[config.mk]
export PLATFORM = sky130hd
export DESIGN_NAME = spindle_supervisor
export DESIGN_NICKNAME = d
export VERILOG_FILES = /design/src/rtl/spsup_pkg.sv /design/src/rtl/spsup_tick_timer.sv /design/src/rtl/spsup_fsm.sv /design/src/rtl/spsup_drive_gate.sv /design/src/rtl/spindle_supervisor.sv
export SDC_FILE = /design/constraint.sdc
export NUM_CORES = 1
export LEC_CHECK = 0
export BUFFER_PORTS_ARGS = -buffer_cell sky130_fd_sc_hd__buf_2
export CAP_MARGIN = 5
export CORE_AREA = 8 8 45 47
export CTS_CLUSTER_SIZE = 28
export DETAILED_ROUTE_END_ITERATION = 7
export DIE_AREA = 0 0 53 55
export PLACE_DENSITY = 0.77
export SETUP_SLACK_MARGIN = 0.2
export SLEW_MARGIN = 20
export SYNTH_ARGS = -nofsm -noshare
export SYNTH_HDL_FRONTEND = slang
export SYNTH_SLANG_ARGS = --single-unit
[constraint.sdc]
create_clock -name clk -period 1.8 [get_ports clk]
set_input_delay 0.09 -clock clk [delete_from_list [all_inputs] [get_ports clk]]
set_output_delay 0.09 -clock clk [all_outputs]
set_load 0.05 [all_outputs]
[src/rtl/spsup_pkg.sv]
package spsup_pkg;

    typedef enum logic [2:0] {
        SUP_STOP     = 3'd0,
        SUP_RESET    = 3'd1,
        SUP_RUN      = 3'd2,
        SUP_CLK_LOST = 3'd3,
        SUP_LOCKED   = 3'd4
    } sup_state_e;

    // Expiry pulses from the three tick timers
    typedef struct packed {
        logic rst_done;
        logic clk_lost;
        logic fg_stall;
    } sup_timeouts_t;

    // Decoded outputs
    typedef struct packed {
        logic drive_en;
        logic intermit;
        logic logic_rst;
    } sup_outs_t;

    // Counter width able to hold 0 .. lim-1
    function automatic int unsigned cnt_width(input int unsigned lim);
        return (lim < 3) ? 1 : $clog2(lim);
    endfunction

endpackage

[src/rtl/spsup_tick_timer.sv]
module spsup_tick_timer #(
    parameter int unsigned LIMIT = 31
) (
    input  logic clk,
    input  logic rst,
    input  logic enable,
    input  logic restart,
    input  logic tick,
    output logic expire
);
    import spsup_pkg::*;

    localparam int unsigned W = cnt_width(LIMIT);
    localparam logic [W-1:0] LAST = W'(LIMIT - 1);

    logic [W-1:0] cnt_q;

    always_ff @(posedge clk) begin
        if (rst || !enable || restart) begin
            cnt_q <= '0;
        end else if (tick) begin
            cnt_q <= cnt_q + 1'b1;
        end
    end

    // Fires on the LIMIT-th tick with no restart in between
    assign expire = enable && !restart && tick && (cnt_q == LAST);

endmodule

[src/rtl/spsup_fsm.sv]
module spsup_fsm (
    input  logic                     clk,
    input  logic                     rst,
    input  logic                     run_req_n,
    input  logic                     ref_edge,
    input  spsup_pkg::sup_timeouts_t tmo,
    output spsup_pkg::sup_state_e    state
);
    import spsup_pkg::*;

    sup_state_e state_q, state_d;

    always_comb begin
        state_d = state_q;
        if (run_req_n) begin
            state_d = SUP_STOP;
        end else begin
            unique case (state_q)
                SUP_STOP:     state_d = SUP_RESET;
                SUP_RESET:    if (tmo.rst_done) state_d = SUP_RUN;
                SUP_RUN: begin
                    if (tmo.fg_stall)      state_d = SUP_LOCKED;
                    else if (tmo.clk_lost) state_d = SUP_CLK_LOST;
                end
                SUP_CLK_LOST: begin
                    if (tmo.fg_stall)  state_d = SUP_LOCKED;
                    else if (ref_edge) state_d = SUP_RUN;
                end
                SUP_LOCKED:   state_d = SUP_LOCKED;
                default:      state_d = SUP_STOP;
            endcase
        end
    end

    always_ff @(posedge clk) begin
        if (rst) state_q <= SUP_STOP;
        else     state_q <= state_d;
    end

    assign state = state_q;

endmodule

[src/rtl/spsup_drive_gate.sv]
module spsup_drive_gate (
    input  logic                  clk,
    input  logic                  rst,
    input  spsup_pkg::sup_state_e state,
    input  logic                  tick,
    input  logic                  fault,
    output spsup_pkg::sup_outs_t  outs
);
    import spsup_pkg::*;

    logic phase_q;

    // Intermittent phase: on at entry, flips each tick while clock is lost
    always_ff @(posedge clk) begin
        if (rst || state != SUP_CLK_LOST) phase_q <= 1'b1;
        else if (tick)                    phase_q <= ~phase_q;
    end

    always_comb begin
        outs = '0;
        unique case (state)
            SUP_RESET:    outs.logic_rst = 1'b1;
            SUP_RUN:      outs.drive_en  = ~fault;
            SUP_CLK_LOST: begin
                outs.intermit = 1'b1;
                outs.drive_en = phase_q & ~fault;
            end
            default:      outs = '0;
        endcase
    end

endmodule

[src/rtl/spindle_supervisor.sv]
module spindle_supervisor #(
    parameter int unsigned RESET_TICKS      = 4,
    parameter int unsigned CLKLOSS_TICKS    = 2,
    parameter int unsigned CONSTRAINT_TICKS = 31
) (
    input  logic       clk,
    input  logic       rst,
    input  logic       run_req_n,
    input  logic       ref_edge,
    input  logic       fg_edge,
    input  logic       tb_tick,
    input  logic       therm_fault,
    input  logic       uv_fault,
    output logic       drive_en,
    output logic       intermit,
    output logic       logic_rst,
    output logic [2:0] state_o
);
    import spsup_pkg::*;

    sup_state_e    state;
    sup_timeouts_t tmo;
    sup_outs_t     outs;

    spsup_tick_timer #(.LIMIT(RESET_TICKS)) u_rst_tmr (
        .clk(clk), .rst(rst),
        .enable(state == SUP_RESET), .restart(1'b0),
        .tick(tb_tick), .expire(tmo.rst_done)
    );

    spsup_tick_timer #(.LIMIT(CLKLOSS_TICKS)) u_clk_tmr (
        .clk(clk), .rst(rst),
        .enable(state == SUP_RUN), .restart(ref_edge),
        .tick(tb_tick), .expire(tmo.clk_lost)
    );

    spsup_tick_timer #(.LIMIT(CONSTRAINT_TICKS)) u_fg_tmr (
        .clk(clk), .rst(rst),
        .enable(state == SUP_RUN || state == SUP_CLK_LOST), .restart(fg_edge),
        .tick(tb_tick), .expire(tmo.fg_stall)
    );

    spsup_fsm u_fsm (
        .clk(clk), .rst(rst), .run_req_n(run_req_n),
        .ref_edge(ref_edge), .tmo(tmo), .state(state)
    );

    spsup_drive_gate u_gate (
        .clk(clk), .rst(rst), .state(state), .tick(tb_tick),
        .fault(therm_fault | uv_fault), .outs(outs)
    );

    assign drive_en  = outs.drive_en;
    assign intermit  = outs.intermit;
    assign logic_rst = outs.logic_rst;
    assign state_o   = state;

endmodule

## Yosys cells after proc, flatten, opt, wreduce, memory -nomap -nowiden

Cells that the tools add are included.

| word-level totals | value |
|---|---|
| register bits | 12 |
| input bits | 8 |
| output and inout bits | 6 |
| logic and storage cells | 54 |

| operators by class | value |
|---|---|
| add/subtract/negate cells | 3 |
| equal/unequal tests | 10 |
| multiplexer cells | 9 |
| bitwise gates (word level) | 4 |
| reduce and logical (&&, ||, !) cells | 23 |

Operators by type and width:

| cell | count |
|---|---|
| $mux W3 | 5 |
| $pmux W3 S5 | 1 |
| $ne A3 B2 Y1 const B | 3 |
| $logic_and A1 B1 Y1 | 8 |
| $logic_or A1 B1 Y1 | 7 |
| $eq A3 B2 Y1 const B | 2 |
| $add A5 B1 Y5 const B | 1 |
| $eq A5 B5 Y1 const B | 1 |
| $logic_not A1 Y1 | 5 |
| $eq A3 B1 Y1 const B | 1 |
| $eq A3 B3 Y1 const B | 1 |
| $logic_not A3 Y1 | 1 |
| $reduce_and A3 Y1 | 1 |
| $add A2 B1 Y2 const B | 1 |
| $eq A2 B2 Y1 const B | 1 |
| $mux W1 | 2 |
| $ne A2 B2 Y1 const B | 1 |
| $not A1 Y1 | 2 |
| $pmux W1 S2 | 1 |
| $reduce_or A2 Y1 | 1 |
| $add A1 B1 Y1 const B | 1 |
| $and A1 B1 Y1 | 1 |
| $or A1 B1 Y1 | 1 |

## Depth between registers and ports, before layout

Gate-level depths: netlist of run 1.

| logic depth | value |
|---|---|
| word-level depth | 7 |
| mapped depth | 6 |
| depth with buffers taken out | 6 |

## Cells and area by module

From an unflattened synthesis of run 1, not the netlist that was laid out.

| second synthesis, totals | value |
|---|---|
| cell total of the unflattened synthesis | 66 |
| area, all modules | 703.2 sq um |

By module, submodules not included:

| module | times used | cells each | area an instance (sq um) | sequential area each (sq um) |
|---|---|---|---|---|
| spsup_tick_timer at u_fg_tmr | 1 | 28 | 291.5 | 100.1 |
| spsup_fsm | 1 | 13 | 142.6 | 60.1 |
| spsup_tick_timer at u_rst_tmr | 1 | 9 | 98.8 | 40.0 |
| spsup_drive_gate | 1 | 7 | 73.8 | 20.0 |
| spsup_tick_timer at u_clk_tmr | 1 | 4 | 55.1 | 20.0 |
| spindle_supervisor | 1 | 5 | 41.3 | 0.0 |

## Worst setup path after synthesis of run 1

Ideal clock, no wire load.

| timing | value |
|---|---|
| path kind | register to output |
| from | register u_fsm.state_q[1] (netlist: u_fsm.state[1]) |
| to | output drive_en |
| arrival | 3,269 ps |
| data required time | 1,710 ps |
| setup slack | -1,559 ps |
| cell stages (with the launch flop) | 3 |
| path buffers | 0 |
| cells stage by stage | dfxtp_1 > nand2b_4 > a2111oi_0 |

| on the way | value |
|---|---|
| word-level cells in the longest chain between the ends | 2 |
| elaborated cells on any way between the ends | 3 |
| classes of those cells | eq/ne (2); mux (1) |

RTL lines:

| item | line | text |
|---|---|---|
| start, declared | spsup_fsm.sv:11 | `sup_state_e state_q, state_d;` |
| start signal, assigned | spsup_fsm.sv:37 | `else state_q <= state_d;` |
| $eq A3 B2 Y1 | spsup_drive_gate.sv:21 | `unique case (state)` |
| $pmux W1 S2 * | spsup_drive_gate.sv:21 |  |
| end, declared | spindle_supervisor.sv:14 | `output logic drive_en,` |

Every way passes the cells marked *; elsewhere a longest branch is shown, timed or not.

## Worst setup path after layout of run 1

| timing | value |
|---|---|
| from | register u_fsm.state_q[0] (netlist: u_fsm.state[0]) |
| to | output logic_rst |

| on the way | value |
|---|---|
| word-level cells in the longest chain between the ends | 2 |

RTL lines:

| item | line | text |
|---|---|---|
| $eq A3 B1 Y1 | spsup_drive_gate.sv:21 |  |
| $mux W1 | spsup_drive_gate.sv:21 |  |
| end, declared | spindle_supervisor.sv:16 | `output logic logic_rst,` |

Every way passes these cells.

==> results.sh, run 1 <==
export IMPL_cts_made_buffers=3
export IMPL_synth_edff_count=0
export IMPL_drcViolationCount=0
export IMPL_ys_ff_latch=12
export IMPL_post_cts_setup_buffers=0
export IMPL_core_area_um2=1380
export IMPL_clkSinkCount=12
export IMPL_start_util=0.453
export IMPL_antenna_found_initial=0
export IMPL_ant_nets=0
export IMPL_ir_drop_mv=0.331
export IMPL_seq_area_um2=246
export IMPL_setup_tns_ps=0
export IMPL_power_density_nw_per_um2=690
export IMPL_start_kind="flop"
export IMPL_clock_latency_ps=270
export IMPL_h_tree_depth=1
export IMPL_cp_endpoint="logic_rst"
export IMPL_yosysSeqAreaShare=0.383
export IMPL_yosys_top_cells_count="dfxtp_1 (12), nor2_1 (9), nand2_1 (6)"
export IMPL_cap_violations=0
export IMPL_finalCriticalPeriod_ps=1510
export IMPL_grt_pass1_wl_um=2210
export IMPL_syn_inst=70
export IMPL_fin_ws_ps=289
export IMPL_wl_per_cell_um=12.3
export IMPL_crit_required_ps=1710
export IMPL_grt_setup_unrepaired="false"
export IMPL_die_area_um2=2920
export IMPL_synth_area_um2=627
export IMPL_grt_max_degree=14
export IMPL_postSynthAreaPerCell_um2=8.96
export IMPL_dp_slack_ps=326
export IMPL_ios=14
export IMPL_final_max_slew_viol_count=0
export IMPL_diodes=0
export IMPL_via_count=543
export IMPL_status="finished, final reports clean"
export IMPL_synthToLayoutAreaGrowth_pct=24.0
export IMPL_synth_most_common_cell="dfxtp_1"
export IMPL_layout_nets=98
export IMPL_synth_flop_cell="dfxtp_1"
export IMPL_critical_path_arrival_ps=1420
export IMPL_critPathMaxFanout=10
export IMPL_crit_chain="inv_2, or3_4, clkinvlp_4, buf_4"
export IMPL_multi_input_area_um2=378
export IMPL_tritoncts="yes"
export IMPL_drive_above_1_share=0.326
export IMPL_slew_headroom=0.764
export IMPL_synth_top_cell_area_share=0.383
export IMPL_yosysWarnings=0
export IMPL_end_kind="primary output"
export IMPL_clock_root_buffer="clkbuf_4"
export IMPL_fmaxAchievable_mhz=662
export IMPL_fill_cells=129
export IMPL_gp_congestion=0.724
export IMPL_dp_hpwl_um=968
export IMPL_crit_path_max_incr_delay_ps=410
export IMPL_min_delay_start="ref_edge"
export IMPL_fin_skew_ps=1.49
export IMPL_via_per_inst=5.32
export IMPL_setup_worst_path_start="u_fsm.state[0]$_SDFFE_PP0P_"
export IMPL_clkTransAtPathRegs_ps=70
export IMPL_worstReg2RegStart="u_fg_tmr.cnt_q[0]$_SDFFE_PP0P_"
export IMPL_globalRouteOverflowTotal=0
export IMPL_syn_num_nets=81
export IMPL_cts_buffer_depth=2
export IMPL_finalSetupViolCount=0
export IMPL_rows=14
export IMPL_ys_types=29
export IMPL_hp_class="in -> reg"
export IMPL_cp_slowest_cell="dfxtp_4"
export IMPL_drt_iter0_markers=4
export IMPL_period_share=0.840
export IMPL_first_pass_iters=4
export IMPL_wl_um=1260
export IMPL_fp_dieH_um=55
export IMPL_port_buffers=13
export IMPL_reg2reg_depth=6
export IMPL_hold_violations=0
export IMPL_die_width_um=53
export IMPL_r2r_end="u_fsm.state[0]$_SDFFE_PP0P_"
export IMPL_tightest_slew_ps=351
export IMPL_reg2reg_slack_ps=320
export IMPL_crit_type="reg -> out"
export IMPL_grt_pass1_vias=553
export IMPL_synth_area_leaders="dfxtp_1 (38%), ha_1 (6.0%), xnor2_1 (5.6%)"
export IMPL_track_usage=0.102
export IMPL_yosys_area_top_type="dfxtp_1"
export IMPL_async_flop_share=0
export IMPL_cellLeakagePower_uw=0.000308
==> repair_timing <==
action | 4_1_cts | 5_1_grt
hold buffers | 1 | 0
endpoints found under the setup margin | 0 | 1
resized for setup | 0 | 2
hold endpoints to repair | 1 | 0
==> worst max-delay path, delay by kind of cell, from the launching register on <==
kind	cells	cell delay, ps
simple gates	1	400
flops	1	410
buf+inv	3	330
==> state kept, by name, summed over array words and instances, names as in the netlist <==
register	cells
u_rst_tmr.cnt_q	2
u_clk_tmr.cnt_q	1
u_gate.phase_q	1
u_fsm.state	3
u_fg_tmr.cnt_q	5
==> worst min path at each step <==
stage | slack [ps] | endpoint | cells past startpoint
detailed placement | 290 | u_fsm.state[1]$_SDFFE_PP0P_ | 2
finish | 6 | u_clk_tmr.cnt_q$_SDFFE_PP0P_ | 2
floorplan | 150 | u_fsm.state[1]$_SDFFE_PP0P_ | 1
global placement | 280 | u_fsm.state[1]$_SDFFE_PP0P_ | 2
global route | 10 | u_clk_tmr.cnt_q$_SDFFE_PP0P_ | 2
CTS | 4 | u_clk_tmr.cnt_q$_SDFFE_PP0P_ | 2
==> layout make-up <==
cell class / instances / area share
multi-input cells: 52 / 0.486
flip-flops and latches: 12 / 0.317
repair buffers: 14 / 0.0998
inverters: 4 / 0.0242
clock buffers: 4 / 0.0467
well taps: 16 / 0.0258
==> logic make-up (layout without fill, tap and decap cells) <==
family	count (synthesis)	after routing	share of synthesized area
AOI/OAI and AO/OA	10	10	0.122
xor gates and xnor gates	7	7	0.0978
adders and majority gates	3	3	0.0599
buffers and inverters	6	22	0.0439
DFF	12	12	0.383
muxes	1	1	0.0160
and+or+nand+nor	31	31	0.277
==> per-layer routing <==
layer	up-vias	wire, um	GRT usage	share of wire
met5	-	0	0	0
met2	14	538	0.166	0.43
met4	0	34	0.0647	0.027
li1	278	-	-	-
met3	5	115	0.0374	0.091
met1	246	570	0.110	0.45
==> power by group <==
group	internal [uW]	total [uW]	switching, uW
clock	123	211	87.9
combinational	22.1	54.2	32.0
sequential	267	271	4.53
total	412	536	124
==> through the flow <==
step / cells / area [um^2] / total power, uW / utilization / hold slack [ps]
2_1_floorplan: 70 / 656 / 312 / - / 152
3_3_place_gp: 97 / 728 / 329 / 0.526 / 281
3_5_place_dp: 97 / 728 / 330 / 0.526 / 294
4_1_cts: 102 / 774 / 544 / 0.560 / 4.21
5_1_grt: 102 / 777 / 560 / 0.561 / 12.7
6_report: 102 / 777 / 536 / 0.561 / 6.45
==> placed cells by master (no fill, tap or decap), drive strengths merged <==
| cell | n |
|---|---|
| and2 | 1 |
| o21ai | 1 |
| nor3 | 5 |
| nand4 | 2 |
| xnor2 | 4 |
| nand2 | 6 |
| dlygate4sd3 | 1 |
| inv | 3 |
| mux2i | 1 |
| a21oi | 1 |
| nand3 | 2 |
| dfxtp | 12 |
| xor2 | 3 |
| a2111oi | 1 |
| o22ai | 1 |
| or4 | 1 |
| nor4b | 1 |
| clkinvlp | 1 |
| o31a | 1 |
| nor2 | 9 |
| and3 | 1 |
| or3 | 2 |
| ha | 3 |
| buf | 13 |
| a211oi | 3 |
| nand2b | 1 |
| clkbuf | 4 |
| o22a | 1 |
| o211a | 1 |
(Power assumes the default switching activity.)
==> run 2, diff against run 1 <==
--- a/config.mk
+++ b/config.mk
@@ -5,12 +5,13 @@
 export SDC_FILE = /design/constraint.sdc
 export NUM_CORES = 1
 export LEC_CHECK = 0
+export ABC_AREA = 1
 export BUFFER_PORTS_ARGS = -buffer_cell sky130_fd_sc_hd__buf_2
 export CAP_MARGIN = 5
-export CORE_AREA = 8 8 45 47
+export CORE_MARGIN = 8
+export CORE_UTILIZATION = 45
 export CTS_CLUSTER_SIZE = 28
 export DETAILED_ROUTE_END_ITERATION = 7
-export DIE_AREA = 0 0 53 55
 export PLACE_DENSITY = 0.77
 export SETUP_SLACK_MARGIN = 0.2
 export SLEW_MARGIN = 20
==> constraint.sdc (replaced) <==
create_clock -name clk -period 1.3 [get_ports clk]
set_input_delay 0.065 -clock clk [delete_from_list [all_inputs] [get_ports clk]]
set_output_delay 0.065 -clock clk [all_outputs]
set_load 0.05 [all_outputs]
==> run 2 against run 1 <==
Cell area increased by 19%. Cell count increased by 14%. Worst hold slack got worse by 5.0 ps. Worst setup slack got worse by 260 ps. Clock power increased by 43%. Clock skew about the same. First-iteration DRC count increased by 75%. Global-route usage increased by 0.64 points. Largest cell class unchanged.
==> results.sh, run 2 <==
export IMPL_ant_nets=0
export IMPL_start_kind="flop"
export IMPL_power_density_nw_per_um2=871
export IMPL_synth_top_cell_area_share=0.380
export IMPL_yosysSeqAreaShare=0.380
export IMPL_synth_area_um2=632
export IMPL_core_area_um2=1300
export IMPL_rows=13
export IMPL_clkPwrFrac=0.375
export IMPL_min_delay_start="rst"
export IMPL_tightest_slew_ps=277
export IMPL_cts_buffer_depth=2
export IMPL_hold_violations=0
export IMPL_holdPathEnd="u_rst_tmr.cnt_q[1]$_SDFFE_PP0P_"
export IMPL_gp_congestion=0.759
export IMPL_synth_most_common_cell="nor2_1"
export IMPL_critPathMaxFanout=3
export IMPL_wl_per_cell_um=12.4
export IMPL_clkSinkCount=12
export IMPL_cap_violations=0
export IMPL_globalRouteOverflowTotal=0
export IMPL_first_pass_iters=5
export IMPL_port_buffers=13
export IMPL_crit_required_ps=1240
export IMPL_die_width_um=53.5
export IMPL_yosys_top_cells_count="nor2_1 (14), dfxtp_1 (12), nand2_1 (12)"
export IMPL_diodes=0
export IMPL_met2_usage=0.186
export IMPL_critical_path_arrival_ps=1210
export IMPL_drt_iter0_markers=7
export IMPL_cts_made_buffers=3
export IMPL_crit_type="reg -> out"
export IMPL_syn_num_nets=91
export IMPL_use_met3=0.0420
export IMPL_wl_um=1430
export IMPL_yosysWarnings=0
export IMPL_grt_max_degree=13
export IMPL_power_switching_uw=219
export IMPL_end_kind="primary output"
export IMPL_fin_skew_ps=1.53
export IMPL_hp_class="in -> reg"
export IMPL_layout_nets=113
export IMPL_worstReg2RegStart="u_fsm.state[2]$_SDFFE_PP0P_"
export IMPL_cellLeakagePower_uw=0.000373
export IMPL_fmaxAchievable_mhz=787
export IMPL_whs_ps=1.41
export IMPL_hold_depth=2
export IMPL_async_flop_share=0
export IMPL_grt_pass1_wl_um=2330
export IMPL_tritoncts="yes"
export IMPL_grt_setup_unrepaired="true"
export IMPL_drcViolationCount=0
export IMPL_synth_area_leaders="dfxtp_1 (38%), nor2_1 (8.3%), nand2_1 (7.1%)"
export IMPL_via_per_inst=5.03
export IMPL_status="finished, final reports clean"
export IMPL_die_area_um2=2860
export IMPL_largest_register_ffs=5
export IMPL_final_max_slew_viol_count=0
export IMPL_drive_above_1_share=0.495
export IMPL_final_cell_mix="nand2_1 (11), buf_2 (10), nor2_1 (9)"
export IMPL_slew_headroom=0.815
export IMPL_clock_root_buffer="clkbuf_4"
export IMPL_clkTransAtPathRegs_ps=70
export IMPL_setup_tns_ps=0
export IMPL_switching_share=0.272
export IMPL_synthToLayoutAreaGrowth_pct=46.3
export IMPL_p_int_uw=586
export IMPL_synth_flop_cell="dfxtp_1"
export IMPL_h_tree_depth=1
export IMPL_synth_edff_count=0
export IMPL_finalSetupViolCount=0
export IMPL_reg2reg_depth=9
export IMPL_seq_power_share=0.469
export IMPL_syn_inst=80
export IMPL_final_common_cell="nand2_1"
export IMPL_gr_max_usage_layer="met2"
export IMPL_yosys_area_top_type="dfxtp_1"
export IMPL_pwr_share_comb=0.157
export IMPL_cts_hold_buf=0
export IMPL_antenna_found_initial=0
export IMPL_fp_dieH_um=53.5
export IMPL_top_register="u_fg_tmr.cnt_q"
export IMPL_grt_util_met1=0.113
export IMPL_r2r_end="u_fsm.state[0]$_SDFFE_PP0P_"
export IMPL_dp_hpwl_um=1010
export IMPL_ir_drop_mv=0.790
export IMPL_start_util=0.486
export IMPL_grt_pass1_vias=569
export IMPL_via_count=583
export IMPL_reg2reg_slack_ps=90
export IMPL_track_usage=0.108
export IMPL_finalCriticalPeriod_ps=1270
export IMPL_ios=14
export IMPL_ys_types=22
export IMPL_postSynthAreaPerCell_um2=7.90
export IMPL_period_share=0.978
export IMPL_ys_ff_latch=12
export IMPL_clock_latency_ps=280
[run 2: per-layer routing]
| metal | vias to the layer above | routed length, um | share of wire |
|---|---|---|---|
| met3 | 5 | 98 | 0.068 |
| met2 | 12 | 676 | 0.47 |
| met4 | 0 | 37 | 0.026 |
| met1 | 269 | 620 | 0.43 |
| met5 | - | 0 | 0 |
| li1 | 297 | - | - |
[run 2: how the worst max path moves through the flow]
stage                                       end                           start  slack [ps]  cells past startpoint
detailed placement  u_fsm.state[0]$_SDFFE_PP0P_  u_fg_tmr.cnt_q[1]$_SDFFE_PP0P_          80                      8
finish                                 drive_en     u_fsm.state[2]$_SDFFE_PP0P_          30                      4
CTS                                    drive_en     u_fsm.state[2]$_SDFFE_PP0P_          50                      4
global route                           drive_en     u_fsm.state[2]$_SDFFE_PP0P_         0.3                      4
floorplan                              drive_en     u_fsm.state[1]$_SDFFE_PP0P_          -1                      2
global placement    u_fsm.state[0]$_SDFFE_PP0P_  u_fg_tmr.cnt_q[1]$_SDFFE_PP0P_         130                      8
[run 2: worst max-delay path, stage by stage, from the launching register on]
cell and delay (ps):
dfxtp_4 370, inv_4 80, nand2_8 60, nor4_4 220, buf_6 190
[run 2: metrics by stage]
step / util / std cells / instance area [um^2] / power [uW] / setup slack [ps]
3_5_place_dp: 0.573 / 107 / 746 / 489 / 78.5
2_1_floorplan: - / 80 / 673 / 461 / -0.972
4_1_cts: 0.675 / 116 / 878 / 800 / 45.5
3_3_place_gp: 0.573 / 107 / 746 / 487 / 125
6_report: 0.711 / 116 / 925 / 806 / 29.1
5_1_grt: 0.711 / 116 / 925 / 835 / 0.258
[run 2: kinds of logic (layout without fill, tap and decap cells)]
family / after synthesis / in the layout / share of synthesized area
AND/OR/NAND/NOR: 45 / 45 / 0.360
flip-flops: 12 / 12 / 0.380
buffers and inverters: 9 / 30 / 0.0653
AO/OA/AOI/OAI: 5 / 5 / 0.0495
XOR/XNOR: 5 / 5 / 0.0693
adder cells (fa/ha/maj): 3 / 3 / 0.0594
multiplexers: 1 / 1 / 0.0158
[run 2: final cells by class]
type | count | area [um^2]
Tap cell | 15 | 18.8
Fill cell | 101 | 377
Multi-Input combinational cell | 59 | 438
Timing Repair Buffer | 18 | 141
Inverter | 8 | 36.3
Sequential cell | 12 | 254
Clock buffer | 4 | 36.3
[run 2: timing repair]
action                     4_1_cts  5_1_grt
buffers inserted                 5        0
hold endpoints to repair         0        0
gates resized for setup         15       12
gates cloned                     0        0
pin swaps                        2        2
setup endpoints to repair        8       10
[run 2: power by group through the flow]
stage          combinational [uW]  sequential (uW)  clock [uW]
5_1_grt                       136              379         321
6_report                      126              378         302
3_5_place_dp                  106              384           0
4_1_cts                       121              377         302
3_3_place_gp                  104              383           0
2_1_floorplan                64.4              396           0
